--- src/rtl/sw_sync_pkg.sv ---
package sw_sync_pkg;

  // Strobes from control to datapath
  typedef struct packed {
    logic tickNow;   // restart the phase counter and issue a tick
    logic slave;     // current role, selects limit and drive enable
  } ctl_strobe_t;

  // Events from datapath to control
  typedef struct packed {
    logic extAccept; // a filtered foreign pulse was accepted this cycle
    logic expire;    // phase counter reached its current limit
  } dp_flags_t;

endpackage

--- src/rtl/sw_sync_dp.sv ---
module sw_sync_dp
  import sw_sync_pkg::*;
#(
  parameter int CNT_W       = 12,
  parameter int DEF_PERIOD  = 400,
  parameter int OUT_PW      = 11,
  parameter int MIN_IN_PW   = 7,
  parameter int MARGIN      = 32,
  parameter int SYNC_STAGES = 2
) (
  input  logic             clk,
  input  logic             rstN,
  input  logic [CNT_W-1:0] periodCfg,
  input  logic             syncIn,
  input  ctl_strobe_t      strobe,
  output dp_flags_t        flags,
  output logic             swTick,
  output logic             syncDrive,
  output logic             syncDriveEn
);

  localparam int MIN_PERIOD = DEF_PERIOD / 4;
  localparam int PW_W       = $clog2(OUT_PW + 1);
  localparam int HI_W       = $clog2(MIN_IN_PW + 1);

  logic [CNT_W-1:0]       effPeriod;
  logic [CNT_W-1:0]       halfPt;
  logic [CNT_W-1:0]       limit;
  logic [CNT_W-1:0]       phaseCnt;
  logic [PW_W-1:0]        drvCnt;
  logic [HI_W-1:0]        hiCnt;
  logic [SYNC_STAGES-1:0] syncPipe;
  logic                   senseRaw;
  logic                   sensed;

  // Effective period, clamped to the supported range
  always_comb begin
    if (periodCfg == '0 || periodCfg > CNT_W'(DEF_PERIOD))
      effPeriod = CNT_W'(DEF_PERIOD);
    else if (periodCfg < CNT_W'(MIN_PERIOD))
      effPeriod = CNT_W'(MIN_PERIOD);
    else
      effPeriod = periodCfg;
  end

  assign halfPt = effPeriod >> 1;
  assign limit  = strobe.slave ? (effPeriod + CNT_W'(MARGIN) - CNT_W'(1))
                               : (effPeriod - CNT_W'(1));

  // Sense path: mask own drive, then synchronize
  assign senseRaw = syncIn & ~syncDriveEn;
  assign sensed   = syncPipe[SYNC_STAGES-1];

  generate
    if (SYNC_STAGES == 1) begin : g_sync1
      always_ff @(posedge clk or negedge rstN) begin
        if (!rstN) syncPipe <= '0;
        else       syncPipe <= senseRaw;
      end
    end else begin : g_syncN
      always_ff @(posedge clk or negedge rstN) begin
        if (!rstN) syncPipe <= '0;
        else       syncPipe <= {syncPipe[SYNC_STAGES-2:0], senseRaw};
      end
    end
  endgenerate

  // Width filter: saturating run-length count of the synchronized level
  always_ff @(posedge clk or negedge rstN) begin
    if (!rstN)
      hiCnt <= '0;
    else if (!sensed)
      hiCnt <= '0;
    else if (hiCnt != HI_W'(MIN_IN_PW))
      hiCnt <= hiCnt + HI_W'(1);
  end

  assign flags.extAccept = sensed && (hiCnt == HI_W'(MIN_IN_PW - 1));
  assign flags.expire    = (phaseCnt >= limit);

  // Phase counter and tick
  always_ff @(posedge clk or negedge rstN) begin
    if (!rstN) begin
      phaseCnt <= '0;
      swTick   <= 1'b0;
    end else if (strobe.tickNow) begin
      phaseCnt <= '0;
      swTick   <= 1'b1;
    end else begin
      phaseCnt <= phaseCnt + CNT_W'(1);
      swTick   <= 1'b0;
    end
  end

  // Half-period sync pulse
  always_ff @(posedge clk or negedge rstN) begin
    if (!rstN)
      drvCnt <= '0;
    else if (!strobe.tickNow && phaseCnt == halfPt - CNT_W'(1))
      drvCnt <= PW_W'(OUT_PW);
    else if (drvCnt != '0)
      drvCnt <= drvCnt - PW_W'(1);
  end

  assign syncDrive   = (drvCnt != '0);
  assign syncDriveEn = syncDrive & ~strobe.slave;

  // a held level yields one acceptance only
  a_r10_single_accept: assert property (@(posedge clk) disable iff (!rstN)
    flags.extAccept |=> !flags.extAccept);

  // acceptance only after the synchronized line was already high
  a_r9_width_before_accept: assert property (@(posedge clk) disable iff (!rstN)
    flags.extAccept |-> $past(sensed));

  // the minimum period keeps ticks off adjacent cycles
  a_r3_tick_gap: assert property (@(posedge clk) disable iff (!rstN)
    swTick |=> !swTick);

endmodule

--- src/rtl/sw_sync_ctl.sv ---
module sw_sync_ctl
  import sw_sync_pkg::*;
(
  input  logic        clk,
  input  logic        rstN,
  input  dp_flags_t   flags,
  output ctl_strobe_t strobe,
  output logic        isSlave
);

  logic slaveQ;
  logic seenQ;
  logic takeExt;

  // A foreign pulse becomes the tick when already slave, or when it is
  // the second accepted pulse inside one own period.
  assign takeExt        = flags.extAccept && (slaveQ || seenQ);
  assign strobe.tickNow = flags.expire || takeExt;
  assign strobe.slave   = slaveQ;
  assign isSlave        = slaveQ;

  always_ff @(posedge clk or negedge rstN) begin
    if (!rstN)
      slaveQ <= 1'b0;
    else if (takeExt)
      slaveQ <= 1'b1;
    else if (flags.expire)
      slaveQ <= 1'b0;
  end

  always_ff @(posedge clk or negedge rstN) begin
    if (!rstN)
      seenQ <= 1'b0;
    else if (strobe.tickNow)
      seenQ <= 1'b0;
    else if (flags.extAccept && !slaveQ)
      seenQ <= 1'b1;
  end

  // slave role is entered only on an accepted pulse
  a_r7_slave_entry: assert property (@(posedge clk) disable iff (!rstN)
    $rose(slaveQ) |-> $past(flags.extAccept));

  // slave role is left only on expiry without a pulse
  a_r11_slave_exit: assert property (@(posedge clk) disable iff (!rstN)
    $fell(slaveQ) |-> ($past(flags.expire) && !$past(flags.extAccept)));

  // a master tick not caused by expiry means the role switched
  a_r7_ext_tick_role: assert property (@(posedge clk) disable iff (!rstN)
    (!slaveQ && strobe.tickNow && !flags.expire) |=> slaveQ);

endmodule

--- src/rtl/sw_sync_ctrl.sv ---
module sw_sync_ctrl
  import sw_sync_pkg::*;
#(
  parameter int CNT_W       = 12,
  parameter int DEF_PERIOD  = 400,
  parameter int OUT_PW      = 11,
  parameter int MIN_IN_PW   = 7,
  parameter int MARGIN      = 32,
  parameter int SYNC_STAGES = 2
) (
  input  logic             clk,
  input  logic             rstN,
  input  logic [CNT_W-1:0] periodCfg,
  input  logic             syncIn,
  output logic             swTick,
  output logic             syncDrive,
  output logic             syncDriveEn,
  output logic             isSlave
);

  ctl_strobe_t strobe;
  dp_flags_t   flags;

  sw_sync_dp #(
    .CNT_W      (CNT_W),
    .DEF_PERIOD (DEF_PERIOD),
    .OUT_PW     (OUT_PW),
    .MIN_IN_PW  (MIN_IN_PW),
    .MARGIN     (MARGIN),
    .SYNC_STAGES(SYNC_STAGES)
  ) dp_i (
    .clk        (clk),
    .rstN       (rstN),
    .periodCfg  (periodCfg),
    .syncIn     (syncIn),
    .strobe     (strobe),
    .flags      (flags),
    .swTick     (swTick),
    .syncDrive  (syncDrive),
    .syncDriveEn(syncDriveEn)
  );

  sw_sync_ctl ctl_i (
    .clk    (clk),
    .rstN   (rstN),
    .flags  (flags),
    .strobe (strobe),
    .isSlave(isSlave)
  );

  // as slave the line driver is never enabled
  a_r8_slave_quiet: assert property (@(posedge clk) disable iff (!rstN)
    isSlave |-> !syncDriveEn);

endmodule

--- config.mk ---
export PLATFORM = sky130hd
export DESIGN_NAME = sw_sync_ctrl
export DESIGN_NICKNAME = d
export VERILOG_FILES = /design/src/rtl/sw_sync_pkg.sv /design/src/rtl/sw_sync_dp.sv /design/src/rtl/sw_sync_ctl.sv /design/src/rtl/sw_sync_ctrl.sv
export SDC_FILE = /design/constraint.sdc
export NUM_CORES = 1
export LEC_CHECK = 0
export BUFFER_PORTS_ARGS = -buffer_cell sky130_fd_sc_hd__buf_2
export CAP_MARGIN = 10
export CORE_ASPECT_RATIO = 1.75
export CORE_MARGIN = 2
export CORE_UTILIZATION = 35
export DETAILED_ROUTE_END_ITERATION = 7
export GPL_ROUTABILITY_DRIVEN = 1
export MAX_ROUTING_LAYER = met4
export PLACE_DENSITY = 0.57
export SYNTH_ARGS = -nofsm -noshare
export SYNTH_HDL_FRONTEND = slang
export SYNTH_SLANG_ARGS = --single-unit
--- constraint.sdc ---
create_clock -name clk -period 2.9 [get_ports clk]
set_input_delay 0.58 -clock clk [delete_from_list [all_inputs] [get_ports clk]]
set_output_delay 0.58 -clock clk [all_outputs]
set_load 0.1 [all_outputs]
==> impl_metrics.json, run 1 <==
{
  "cts_tree": "done",
  "clock_sinks": 24,
  "slew-limit-headroom_pct": 55.2,
  "nets": 374,
  "cts-htree-levels": 1,
  "grt_start_max_net_pins": 25,
  "fin_cells": 417,
  "via_per_inst": 5.40,
  "utilization_pct": 49.7,
  "dp_hpwl_um": 4910,
  "slew_violations": 0,
  "ios": 19,
  "critPathLaunchType": "input port",
  "fin_ws_ns": -1.17,
  "yosys.area.top_type_share_pct": 27.3,
  "clock_power_share_pct": 12.4,
  "p_sw_share_pct": 45.3,
  "die_w_um": 63.9,
  "power_frac_seq_pct": 33.2,
  "fmax_mhz": 245,
  "path_max_fanout": 4,
  "clk_latency_ns": 0.27,
  "design_area_um2": 3050,
  "worst-path-buf-inv": 2,
  "tns_ns": -19.01,
  "final-setup-viol-count": 19,
  "worstSetupPathType": "in -> reg",
  "antenna_left": 0,
  "synth_cells": 260,
  "drtIter0Drc": 103,
  "antenna_found_initial": 0,
  "synth-seq-cells": 24,
  "critical_path_arrival_ns": 4.24,
  "hold_path.class": "in -> async",
  "period_minus_slack_ns": 4.07,
  "ys_types": 54,
  "final_common_cell": "buf_4",
  "cpPeakStageDelay_ns": 0.56,
  "first_global_vias": 2247,
  "vias": 2253,
  "final_cell_mix": "buf_4, nor2_1, dfrtp_1",
  "rsz0062_at_grt": "true",
  "switchingPower_uw": 827,
  "syn_avg_cell_area_um2": 8.46,
  "vdd_drop_max_mv": 0.369,
  "ys_seq_area_share_pct": 27.3,
  "synth_top_area_cell": "dfrtp_1",
  "clockRootBuffer": "clkbuf_8",
  "p_leak_nw": 1.35,
  "initial_core_util_pct": 35.8,
  "placed_cell_area_um2": 2800,
  "cp.required_ns": 3.06,
  "core_area_um2": 6130,
  "gp_congestion": 0.869,
  "numCtsBuffers": 3,
  "cts.path.max_buffers": 2,
  "diodes": 0,
  "p_per_area_nw_per_um2": 600,
  "path_clk_slew_ns": 0.08,
  "synthArstFlopShare_pct": 100,
  "status": "finished, violations left",
  "synth_edf_count": 0,
  "pre_cts_ws_ns": -1.39,
  "yosys_warnings": 0,
  "port_buffers": 18,
  "max_cap_viol_count": 0,
  "grt_first_pass_wirelength_um": 10400,
  "die_h_um": 109,
  "grt-ovfl-total": 0,
  "drt_wl_total_um": 6270,
  "synth_ff_type": "dfrtp_1",
  "wl_per_cell_um": 15.0,
  "internal_power_mw": 1.00,
  "pwr-share-comb_pct": 54.4,
  "drt-pass1-iter-count": 4,
  "drcViolationCount": 0,
  "layout-drive-gt1-share_pct": 35.0,
  "synthTopCellsByArea": "dfrtp_1, ha_1, nor2_1",
  "end_kind": "flip-flop",
  "netlist_area_um2": 2200,
  "syn2layout_area_growth_pct": 38.5,
  "dieArea_um2": 6960,
  "slowest_stage": "or4_4",
  "hold_viol_final": 0,
  "place_inst": 404,
  "rows": 38,
  "grt_util_all_layers_pct": 19.5,
  "skew_ns": 0.00431,
  "violations": "negative setup slack",
  "crit_chain": "buf_6 -> or4_4 -> nor3_4 -> nor2_4 -> buf_4 -> nand2_4 -> ha_4 -> nand3b_1 -> nor4_2 -> nand2_1 -> a21oi_2 -> o21a_1 -> ha_2 -> o21a_1 -> o211ai_1 -> o211ai_1 -> a2111o_1 -> o31a_1",
  "path_delay_family": "simple AND/OR/NAND/NOR gates",
  "finalCritPeriodShare_pct": 140,
  "tightest_slew_ns": 0.655
}
synthesized netlist by cell type (2+ instances only):
| master | n |
|---|---|
| a2111o_1 | 3 |
| or4_1 | 2 |
| xnor2_1 | 13 |
| ha_1 | 21 |
| inv_1 | 9 |
| clkbuf_1 | 9 |
| and3_1 | 6 |
| a211oi_1 | 7 |
| and2_1 | 2 |
| nor2b_1 | 3 |
| or2_2 | 3 |
| o2111ai_1 | 2 |
| buf_6 | 3 |
| o31ai_1 | 5 |
| nand3_1 | 8 |
| or3_1 | 3 |
| nand3b_1 | 2 |
| a21oi_1 | 13 |
| xor2_1 | 9 |
| o31a_1 | 2 |
| o21a_1 | 4 |
| nand2_1 | 17 |
| nor2_1 | 32 |
| nor4_1 | 7 |
| o211ai_1 | 3 |
| o21ai_0 | 12 |
| nor3_1 | 8 |
| nand4_1 | 3 |
| dfrtp_1 | 24 |
flip-flops by register name, summed over array words and instances, names as in the netlist:
| register | flops |
|---|---|
| dp_i.phaseCnt | 12 |
| dp_i.drvCnt | 4 |
| dp_i.hiCnt | 3 |
| dp_i.syncPipe | 2 |
| ctl_i.isSlave | 1 |
| ctl_i.seenQ | 1 |
| dp_i.swTick | 1 |
cell families (layout without fill, tap and decap cells):
logic type | count (synthesis) | after routing | synth area share [%]
buffers and inverters | 22 | 97 | 4.84
flip-flops | 24 | 24 | 27.3
multiplexers | 2 | 2 | 1.48
adder cells (fa/ha/maj) | 21 | 21 | 12.0
XOR/XNOR | 22 | 22 | 8.77
AO/OA/AOI/OAI | 65 | 65 | 20.9
other | 1 | 3 | 0.171
AND/OR/NAND/NOR | 103 | 103 | 24.5
final cells by class:
class / count / area, um^2
Inverter: 9 / 33.8
Tap cell: 80 / 100
Sequential cell: 24 / 601
Clock buffer: 4 / 55.1
Fill cell: 591 / 3090
Timing Repair Buffer: 84 / 618
Multi-Input combinational cell: 216 / 1640
worst register-to-register path: stages, from the launching register on:
cell and delay, ns:
dfrtp_1 0.47, or2_2 0.32, mux4_2 0.47, a211oi_2 0.17, ha_1 0.27, nand4_1 0.10
nor2_1 0.06, a21oi_1 0.17, o211ai_1 0.14, a2111o_1 0.38, o31a_1 0.26
what timing repair did:
action                     4_1_cts  5_1_grt
buffers inserted                 7        2
pin swaps                        4       10
setup endpoints to repair       19       19
gates cloned                     1        0
gates resized for setup         12       15
hold buffers                     0        0
per-layer routing:
metal,wire length (um),up-vias,share of wire [%],global-route usage (%)
li1,-,1111,-,-
met1,2460,1079,39,20.3
met2,3320,38,53,35.5
met3,124,25,2.0,1.44
met4,364,0,5.8,11.2
met5,0,-,0,-
metrics by stage:
| step | power (mW) | hold WS (ns) |
|---|---|---|
| 4_1_cts | 1.82 | 0.298 |
| 3_3_place_gp | 1.55 | 0.334 |
| 6_report | 1.83 | 0.282 |
| 3_5_place_dp | 1.57 | 0.350 |
| 5_1_grt | 1.98 | 0.326 |
| 2_1_floorplan | 1.26 | 0.284 |
worst paths after layout:
check	from	end	slack, ns	cells past startpoint
min in group clk	dp_i.syncPipe[0]	dp_i.syncPipe[1]	0.37	0
setup reg to reg	ctl_i.isSlave	dp_i.drvCnt[2]	0	10
max in group asynchronous	rstN	dp_i.phaseCnt[4]	2.25	1
setup / recovery	periodCfg[11]	dp_i.drvCnt[2]	-1.17	18
hold / removal	rstN	dp_i.drvCnt[1]	0.28	1
hold reg to reg	dp_i.syncPipe[0]	dp_i.syncPipe[1]	0.37	0
power groups by stage:
stage	combinational, mW	clock, mW	sequential [mW]
3_5_place_dp	0.951	0	0.615
3_3_place_gp	0.944	0	0.608
5_1_grt	1.11	0.242	0.631
4_1_cts	0.980	0.228	0.609
2_1_floorplan	0.671	0	0.588
6_report	0.994	0.227	0.606
No activity file was read; power rests on OpenSTA's default activity.
==> run 2: changes to the inputs <==
--- a/config.mk
+++ b/config.mk
@@ -16,4 +16,5 @@
 export PLACE_DENSITY = 0.57
 export SYNTH_ARGS = -nofsm -noshare
 export SYNTH_HDL_FRONTEND = slang
+export SYNTH_HIERARCHICAL = 1
 export SYNTH_SLANG_ARGS = --single-unit
==> impl_metrics.json, run 2 <==
{
  "finalCritPeriodShare_pct": 164,
  "grt-ovfl-total": 0,
  "largest_register_ffs": 12,
  "final_common_cell": "buf_4",
  "tns_ns": -22.03,
  "core_area_um2": 5930,
  "slowest_stage": "or4_4",
  "synth_top_family_by_area": "simple AND/OR/NAND/NOR gates",
  "die_h_um": 108,
  "regMostFlops": "dp_i/phaseCnt",
  "slew_violations": 0,
  "netlist_area_um2": 2150,
  "cp.required_ns": 3.04,
  "synth_compound_area_share_pct": 21.0,
  "pwr-share-comb_pct": 51.6,
  "period_minus_slack_ns": 4.77,
  "rows": 37,
  "p_leak_nw": 1.37,
  "fin_ws_ns": -1.87,
  "numCtsBuffers": 3,
  "switchingPower_uw": 631,
  "critical_path_arrival_ns": 4.91,
  "antenna_found_initial": 0,
  "layout-drive-gt1-share_pct": 36.4,
  "clock_sinks": 24,
  "grt_util_all_layers_pct": 19.8,
  "nFillCells": 607,
  "synthArstFlopShare_pct": 100,
  "synthTopCellsByArea": "dfrtp_1, ha_1, xor2_1",
  "synth_top_area_cell": "dfrtp_1",
  "ys_seq_area_share_pct": 27.9,
  "vdd_drop_max_mv": 0.231,
  "port_buffers": 18,
  "internal_power_uw": 975,
  "synthAdderAreaFrac_pct": 11.6,
  "cts_tree": "done",
  "design_area_um2": 2980,
  "vias": 2205,
  "first_global_vias": 2130,
  "drt-pass1-iter-count": 4,
  "clockRootBuffer": "clkbuf_8",
  "finalPower_mw": 1.61,
  "diodes": 0,
  "path_max_fanout": 5,
  "final-setup-viol-count": 19,
  "path_clk_slew_ns": 0.09,
  "p_sw_share_pct": 39.3,
  "top_regs": "dp_i/phaseCnt: 12 flops, dp_i/drvCnt: 4 flops, dp_i/hiCnt: 3 flops",
  "grt_start_max_net_pins": 25,
  "syn_avg_cell_area_um2": 8.27,
  "cts-htree-levels": 1,
  "synth_cells": 260,
  "rr_worst_depth": 15,
  "placed_cell_area_um2": 2720,
  "synth_xor_area_share_pct": 7.74,
  "clock_power_share_pct": 18.2,
  "critPathLaunchType": "input port",
  "rsz0062_at_grt": "true",
  "skew_ns": 0.0118,
  "fin_cells": 405,
  "initial_core_util_pct": 36.3,
  "drcViolationCount": 0,
  "hold_viol_final": 0,
  "clk_latency_ns": 0.27,
  "power_frac_seq_pct": 30.2,
  "drtIter0Drc": 46,
  "nets": 363,
  "wl_per_cell_um": 16.2,
  "worstSetupPathType": "in -> reg",
  "synth_mux_area_share_pct": 0.466,
  "die_w_um": 63.2,
  "fmax_mhz": 210,
  "drt_wl_total_um": 6580,
  "ios": 19,
  "dieArea_um2": 6810,
  "tightest_slew_ns": 0.546,
  "yosys.area.top_type_share_pct": 27.9,
  "hold_ws_ns": 0.291,
  "final_cell_mix": "buf_4, dfrtp_1, nand2_1",
  "synthSimpleGateAreaFrac_pct": 26.2,
  "cts.path.max_buffers": 2,
  "synth-seq-cells": 24,
  "p_per_area_nw_per_um2": 540,
  "via_per_inst": 5.44,
  "gp_congestion": 0.910,
  "synth_edf_count": 0,
  "synth_ff_type": "dfrtp_1",
  "syn2layout_area_growth_pct": 38.4,
  "end_kind": "flip-flop",
  "max_cap_viol_count": 0,
  "synth.top_cells.by_count": "dfrtp_1, nand2_1, ha_1, nor2_1, o21ai_0",
  "crit_chain": "buf_6 -> or3_4 -> or3_4 -> nor2_4 -> nand2_4 -> ha_4 -> nand2_2 -> or2_4 -> nand3_1 -> o22a_1 -> o221ai_2 -> nand2_1 -> ha_1 -> o21a_1 -> o211a_1 -> a221oi_2 -> o21ai_1 -> nand2b_4 -> or4_4 -> nor3_2 -> o211ai_1 -> a221oi_2 -> nor2_1",
  "slew-limit-headroom_pct": 63.6,
  "place_inst": 397,
  "antenna_left": 0,
  "hold_path.class": "in -> async",
  "yosys_warnings": 6,
  "status": "finished, violations left",
  "grt_first_pass_wirelength_um": 10200,
  "violations": "negative setup slack",
  "ys_types": 61,
  "cpPeakStageDelay_ns": 0.43,
  "dp_hpwl_um": 5160
}
==> run 2: cell types whose count changed after synthesis, moves of 6 or more <==
cell	change
nand2_1	+7
a211oi_1	-7
nor2_1	-12
a31oi_1	+7
or3_1	+6
==> run 2: layout make-up <==
| class | count | area [um^2] | area share, % |
|---|---|---|---|
| Timing Repair Buffer | 77 | 553 | 18.6 |
| Sequential cell | 24 | 601 | 20.2 |
| Clock buffer | 3 | 41.3 | 1.39 |
| Multi-Input combinational cell | 213 | 1620 | 54.4 |
| Tap cell | 78 | 97.6 | 3.28 |
| Inverter | 9 | 33.8 | 1.14 |
| Clock inverter | 1 | 30.0 | 1.01 |
==> run 2: repair_timing <==
action | 4_1_cts | 5_1_grt
buffers inserted | 2 | 3
pin swaps | 10 | 2
setup endpoints to repair | 19 | 19
gates resized for setup | 20 | 12
hold buffers | 0 | 0
endpoints found under the hold margin | 0 | 0
==> run 2: power groups by stage <==
stage | sequential [mW] | clock, mW | combinational [mW]
finish | 0.485 | 0.292 | 0.829
global route | 0.496 | 0.315 | 0.924
detailed placement | 0.491 | 0 | 0.785
global placement | 0.489 | 0 | 0.772
CTS | 0.485 | 0.297 | 0.816
floorplan | 0.489 | 0 | 0.511
==> run 2: per-stage QoR <==
stage                     setup slack [ns]  util, %
after global placement               -2.18     45.9
final                                -1.87     50.2
after detailed placement             -2.26     45.9
after global routing                 -2.10     50.2
after CTS                            -1.80     48.8
after floorplan                      -1.90        -
==> run 2: cells by family (layout without fill, tap and decap cells) <==
| family | count (synthesis) | in the layout |
|---|---|---|
| AOI/OAI and AO/OA | 65 | 65 |
| muxes | 1 | 1 |
| DFF | 24 | 24 |
| adders and majority gates | 20 | 20 |
| and+or+nand+nor | 105 | 105 |
| xor gates and xnor gates | 19 | 19 |
| buffers and inverters | 25 | 90 |
| other | 1 | 3 |
==> run 2: worst paths after layout <==
kind                                        from  slack, ns               end
worst max-delay path               periodCfg[11]      -1.87    dp_i/drvCnt[2]
worst min-delay path                        rstN       0.29       dp_i/swTick
worst max register to register     ctl_i/isSlave      -0.76    dp_i/drvCnt[2]
worst min register to register  dp_i/syncPipe[0]       0.36  dp_i/syncPipe[1]
max in group asynchronous                   rstN       2.24     dp_i/hiCnt[2]
min in group clk                dp_i/syncPipe[0]       0.36  dp_i/syncPipe[1]
==> run 2: critical path: cells and delay by family <==
family                   cells  cell delay [ns]
AND/OR/NAND/NOR             12             2.23
AO/OA/AOI/OAI                8             1.56
adder cells (fa/ha/maj)      2             0.45
buffers and inverters        1             0.10
==> run 2: routing by layer <==
metal / wire length [um] / GRT usage, % / vias up
met1: 2340 / 18.2 / 1055
li1: - / - / 1069
met5: 0 / - / -
met3: 138 / 1.05 / 21
met4: 363 / 10.4 / 0
met2: 3740 / 39.9 / 60
